$ cat config.mk
export PLATFORM = sky130hd
export DESIGN_NAME = adc_sar_seq
export DESIGN_NICKNAME = d
export VERILOG_FILES = /design/src/rtl/adc_sar_pkg.sv /design/src/rtl/adc_prescaler.sv /design/src/rtl/adc_sar_fsm.sv /design/src/rtl/adc_result_bank.sv /design/src/rtl/adc_sar_seq.sv
export SDC_FILE = /design/constraint.sdc
export NUM_CORES = 1
export LEC_CHECK = 0
export BUFFER_PORTS_ARGS = -buffer_cell sky130_fd_sc_hd__buf_2
export CORE_MARGIN = 5
export CORE_UTILIZATION = 56
export CTS_CLUSTER_DIAMETER = 80
export CTS_CLUSTER_SIZE = 24
export DETAILED_ROUTE_END_ITERATION = 10
export HOLD_SLACK_MARGIN = 0.08
export PLACE_DENSITY = 0.9
export SYNTH_ARGS = -nofsm -noshare
export SYNTH_HDL_FRONTEND = slang
export SYNTH_SLANG_ARGS = --single-unit
export TNS_END_PERCENT = 10
$ cat constraint.sdc
create_clock -name clk -period 2.8 [get_ports clk]
set_input_delay 0.7 -clock clk [delete_from_list [all_inputs] [get_ports clk]]
set_output_delay 0.7 -clock clk [all_outputs]
set_load 0.01 [all_outputs]
$ cat src/rtl/adc_sar_pkg.sv
package adc_sar_pkg;

  localparam int SEL_W = 2;
  localparam int PRESC_MAX = 64;
  localparam int PRESC_CNT_W = $clog2(PRESC_MAX);
  localparam int CONV_PERIODS = 14;

  typedef enum logic [1:0] {
    ST_IDLE  = 2'd0,
    ST_SETUP = 2'd1,
    ST_BITS  = 2'd2,
    ST_XFER  = 2'd3
  } conv_state_e;

  function automatic int presc_div(input logic [SEL_W-1:0] sel);
    case (sel)
      2'd0:    return 4;
      2'd1:    return 16;
      2'd2:    return 32;
      default: return 64;
    endcase
  endfunction

endpackage

$ cat src/rtl/adc_prescaler.sv
module adc_prescaler
  import adc_sar_pkg::*;
(
  input  logic             clk,
  input  logic             rst_n,
  input  logic             run,
  input  logic [SEL_W-1:0] sel,
  output logic             tick
);

  logic [PRESC_CNT_W-1:0] cnt_q;
  logic [PRESC_CNT_W-1:0] last_cnt;

  always_comb begin
    last_cnt = PRESC_CNT_W'(presc_div(sel) - 1);
    tick     = run && (cnt_q == last_cnt);
  end

  always_ff @(posedge clk or negedge rst_n) begin
    if (!rst_n) begin
      cnt_q <= '0;
    end else if (!run || tick) begin
      cnt_q <= '0;
    end else begin
      cnt_q <= cnt_q + 1'b1;
    end
  end

endmodule

$ cat src/rtl/adc_sar_fsm.sv
module adc_sar_fsm
  import adc_sar_pkg::*;
#(
  parameter int RES_W = 12
) (
  input  logic             clk,
  input  logic             rst_n,
  input  logic             start_set,
  input  logic             start_clr,
  input  logic [SEL_W-1:0] clk_sel,
  input  logic             cmp_in,
  input  logic             tick,
  output logic             running,
  output logic [SEL_W-1:0] sel_q,
  output logic [RES_W-1:0] sar,
  output logic             done
);

  localparam int IDX_W = $clog2(RES_W);
  localparam logic [IDX_W-1:0] TOP_IDX = IDX_W'(RES_W - 1);

  conv_state_e      state_q;
  logic [IDX_W-1:0] idx_q;
  logic [RES_W-1:0] sar_q;

  assign running = (state_q != ST_IDLE);
  assign sar     = sar_q;
  assign done    = (state_q == ST_XFER) && tick && !start_clr;

  always_ff @(posedge clk or negedge rst_n) begin
    if (!rst_n) begin
      state_q <= ST_IDLE;
      idx_q   <= '0;
      sar_q   <= '0;
      sel_q   <= '0;
    end else if (start_clr) begin
      state_q <= ST_IDLE;
    end else begin
      case (state_q)
        ST_IDLE: begin
          if (start_set) begin
            state_q <= ST_SETUP;
            sar_q   <= '0;
            sel_q   <= clk_sel;
          end
        end
        ST_SETUP: begin
          if (tick) begin
            state_q        <= ST_BITS;
            idx_q          <= TOP_IDX;
            sar_q[TOP_IDX] <= 1'b1;
          end
        end
        ST_BITS: begin
          if (tick) begin
            if (!cmp_in) sar_q[idx_q] <= 1'b0;
            if (idx_q == '0) begin
              state_q <= ST_XFER;
            end else begin
              idx_q               <= idx_q - 1'b1;
              sar_q[idx_q - 1'b1] <= 1'b1;
            end
          end
        end
        default: begin
          if (tick) state_q <= ST_IDLE;
        end
      endcase
    end
  end

endmodule

$ cat src/rtl/adc_result_bank.sv
module adc_result_bank #(
  parameter int RES_W = 12,
  parameter int HI_W  = 8
) (
  input  logic                 clk,
  input  logic                 rst_n,
  input  logic                 done,
  input  logic                 irq_clr,
  input  logic [RES_W-1:0]     sar,
  output logic [HI_W-1:0]      res_hi,
  output logic [RES_W-HI_W-1:0] res_lo,
  output logic                 irq_flag
);

  localparam int LO_W = RES_W - HI_W;

  always_ff @(posedge clk or negedge rst_n) begin
    if (!rst_n) begin
      res_hi <= '0;
      res_lo <= '0;
    end else if (done) begin
      res_hi <= sar[RES_W-1 -: HI_W];
      res_lo <= sar[LO_W-1:0];
    end
  end

  always_ff @(posedge clk or negedge rst_n) begin
    if (!rst_n) begin
      irq_flag <= 1'b0;
    end else if (done) begin
      irq_flag <= 1'b1;
    end else if (irq_clr) begin
      irq_flag <= 1'b0;
    end
  end

endmodule

$ cat src/rtl/adc_sar_seq.sv
module adc_sar_seq
  import adc_sar_pkg::*;
#(
  parameter int RES_W = 12,
  parameter int HI_W  = 8
) (
  input  logic                    clk,
  input  logic                    rst_n,
  input  logic                    start_set,
  input  logic                    start_clr,
  input  logic [SEL_W-1:0]        clk_sel,
  input  logic                    irq_clr,
  input  logic                    cmp_in,
  output logic [RES_W-1:0]        dac_code,
  output logic                    start_bit,
  output logic                    irq_flag,
  output logic [HI_W-1:0]         res_hi,
  output logic [RES_W-HI_W-1:0]   res_lo
);

  logic             tick;
  logic             running;
  logic             done;
  logic [SEL_W-1:0] sel_q;

  adc_prescaler u_presc (
    .clk   (clk),
    .rst_n (rst_n),
    .run   (running),
    .sel   (sel_q),
    .tick  (tick)
  );

  adc_sar_fsm #(.RES_W(RES_W)) u_fsm (
    .clk       (clk),
    .rst_n     (rst_n),
    .start_set (start_set),
    .start_clr (start_clr),
    .clk_sel   (clk_sel),
    .cmp_in    (cmp_in),
    .tick      (tick),
    .running   (running),
    .sel_q     (sel_q),
    .sar       (dac_code),
    .done      (done)
  );

  adc_result_bank #(.RES_W(RES_W), .HI_W(HI_W)) u_res (
    .clk      (clk),
    .rst_n    (rst_n),
    .done     (done),
    .irq_clr  (irq_clr),
    .sar      (dac_code),
    .res_hi   (res_hi),
    .res_lo   (res_lo),
    .irq_flag (irq_flag)
  );

  assign start_bit = running;

endmodule

==> results by group <==
Placed design
  – Placement Setup Slack: 431 ps
  – Routability congestion estimate from global placement: 0.855
  – Port Buffer Count: 33
  – DP HPWL: 3350 µm

Synth
  – Syn_area_per_cell: 10.5 µm²
  – Synthesized Nets: 218
  – Synth unique cells: 39
  – Biggest area consumer among synthesized cells: dfrtp_1
  – Most area-consuming cells after synthesis: dfrtp_1, mux2_2, ha_1
  – Share of the synthesized area in the top cell type: 46.8%
  – Synthesis warning total: 0
  – Yosys reg bits: 39
  – Post-Syn Area: 2090 µm²
  – Sequential area share after synthesis: 46.8%
  – Cells after synthesis: 198

Timing
  – Fin. max-slew vios: 0
  – Final worst slack: 346 ps
  – Worst slew pin tran: 821 ps
  – F_max: 0.408 GHz
  – Final hold violations: 0
  – Final setup fails: 0
  – Setup TNS: 0 ps
  – Clock skew: 7.42 ps
  – Slew Limit Headroom: 45.3%
  – RSZ-0062 raised after global routing: no
  – Final period util: 87.6%
  – Tmin final: 2450 ps

Min path
  – Hold Path Stages: 1
  – Tightest Hold Check Type: reg2reg

Die
  – Die X: 71.0 µm
  – Rows: 22
  – Floorplan Core Area: 3630 µm²
  – Starting Density: 57.4%
  – I/O pin cnt: 34
  – Die area: 5050 µm²
  – Die height: 71.0 µm

Outcome
  – Status: finished clean

Routing
  – Post-route ant nets: 0
  – DRC: 0
  – Metal3 WL: 358 µm
  – Initial DRC count: 177
  – Routed wire per std cell: 17.0 µm
  – Max layer used: met4
  – WL met1: 2010 µm
  – Pre-antenna DRT Iters: 4
  – DRT Wirelength: 4760 µm
  – Vias per inst: 6.10
  – Vias: 1708
  – Met2 WL: 2240 µm

Critical path
  – WP buf/inv: 1
  – Worst path arrival time: 2670 ps
  – Worst EP required: 3010 ps
  – Top Family by Delay on Critical Path: simple AND/OR/NAND/NOR gates
  – FF-to-FF setup slack: 350 ps
  – CP cell instances: inv_1, ha_1, or2_2, or4_4, or2_2, o21ai_1
  – Worst reg2reg path depth: 6
  – Crit path kind: reg2reg
  – Max FO, Critical Path: 15
  – Crit. End Element: flip-flop
  – Top cell by count, worst path: or2_2
  – Max stage delay on crit path: 570 ps
  – Critical path startpoint category: flip-flop
  – Slowest cell on crit path: or4_4
  – CP Depth: 6

Global routing
  – Initial antenna violation count: 0
  – First-pass GRT wire length: 8170 µm
  – Vias in the first global route: 1718
  – Global route overflow: 0
  – Pin count of the biggest net entering global routing: 40
  – Gr usage total: 20.6%

Cells and area
  – Share of cells above drive strength 1: 28.9%
  – Layout net count: 251
  – Antenna Cells: 0
  – Multi-input logic area: 1030 µm²
  – Most frequent cells in the layout: dfrtp_1, buf_2, mux2_2, ha_1, nor3_1
  – Reg area: 976 µm²
  – Area delta synth->final: 15.2%
  – # fillers: 270
  – Commonest non-fill, non-tap cell in the layout: dfrtp_1

Clock network
  – CTS Sinks: 39
  – CTS H-tree lvls: 2
  – Post-CTS setup buffers: 0
  – Clk pin slew, worst setup/hold paths: 80 ps
  – TritonCTS buffer count: 5
  – Hold-fix buffers at CTS: 0
  – Post-CTS sizing: 0
  – Root buffer cell: clkbuf_8
  – Largest buffer count on any clock path: 2
  – CTS tree: done
  – Clock latency on the worst-skew pair: 300 ps

Run
  – MaxCap Viol Count: 0

Power and ir drop
  – PwrDens: 689 nW/µm²
  – Peak supply drop: 356 µV
  – Leak Pwr: 1.18 nW
==> state kept, by name, summed over array words and instances (netlist names) <==
| signal | cells |
|---|---|
| u_fsm.sar | 12 |
| u_res.res_hi | 8 |
| u_presc.cnt_q | 6 |
| u_fsm.idx_q | 4 |
| u_res.res_lo | 4 |
| u_fsm.sel_q | 2 |
| u_fsm.state_q | 2 |
| u_res.irq_flag | 1 |
==> synth_stat cells, drive strengths merged <==
cell / n
a211oi: 1
a21o: 1
a21oi: 10
a311oi: 1
a31o: 2
a31oi: 4
and2: 1
and3: 1
buf: 2
clkbuf: 5
dfrtp: 39
ha: 12
inv: 10
mux2: 15
nand2: 10
nand2b: 6
nand3: 6
nand3b: 1
nor2: 9
nor2b: 1
nor3: 11
nor3b: 1
nor4: 2
o2111a: 1
o211a: 1
o21ai: 18
o21ba: 1
o21bai: 1
o311ai: 9
o31ai: 4
o41a: 1
or2: 5
or4: 1
xnor2: 3
xor2: 2
==> cells by family (layout without fill, tap and decap cells) <==
family | Yosys count | after routing | share of synthesized area [%]
compound gates | 55 | 55 | 17.5
xor+xnor | 5 | 5 | 2.10
fa+ha+maj | 12 | 12 | 7.20
buf+inv | 17 | 51 | 3.78
flops | 39 | 39 | 46.8
mux | 15 | 15 | 8.10
simple gates | 55 | 55 | 14.5
==> through the flow <==
step | utilization, % | std cells | total power [mW] | cell area [µm²] | hold slack (ps)
after floorplan | - | 198 | 0.978 | 2090 | 404
after global placement | 62.5 | 272 | 1.07 | 2270 | 457
final | 66.1 | 280 | 1.65 | 2400 | 481
after CTS | 66.1 | 280 | 1.65 | 2400 | 476
after global routing | 66.1 | 280 | 1.75 | 2400 | 489
after detailed placement | 62.5 | 272 | 1.09 | 2270 | 465
==> layout make-up <==
| class | count | area share (%) |
|---|---|---|
| clock inverters | 2 | 2.50 |
| flip-flops and latches | 39 | 40.6 |
| clock buffers | 6 | 3.02 |
| well taps | 48 | 2.50 |
| multi-input cells | 142 | 42.9 |
| inverters | 10 | 1.56 |
| repair buffers | 33 | 6.87 |
==> worst paths after layout <==
path,start,to
min in group asynchronous,rst_n,u_fsm.sar[1]$_DFFE_PN0P_
worst min register to register,u_presc.cnt_q[0]$_DFF_PN0_,u_presc.cnt_q[0]$_DFF_PN0_
worst max register to register,u_fsm.state_q[0]$_DFFE_PN0P_,u_fsm.sar[1]$_DFFE_PN0P_
worst max-delay path,u_fsm.state_q[0]$_DFFE_PN0P_,u_fsm.sar[1]$_DFFE_PN0P_
max in group asynchronous,rst_n,u_res.res_hi[6]$_DFFE_PN0P_
worst min-delay path,u_presc.cnt_q[0]$_DFF_PN0_,u_presc.cnt_q[0]$_DFF_PN0_
==> routing by layer <==
metal | global-route usage (%) | vias to the layer above
met5 | 0 | -
li1 | - | 787
met4 | 10.9 | 0
met1 | 26.0 | 819
met2 | 32.4 | 84
met3 | 5.11 | 18
==> power breakdown <==
| part | leakage, nW | internal, mW | switching, mW |
|---|---|---|---|
| clock network | 0.0654 | 0.356 | 0.205 |
| logic | 0.584 | 0.156 | 0.269 |
| registers | 0.528 | 0.606 | 0.0621 |
Power figures use the tool's default switching activity.
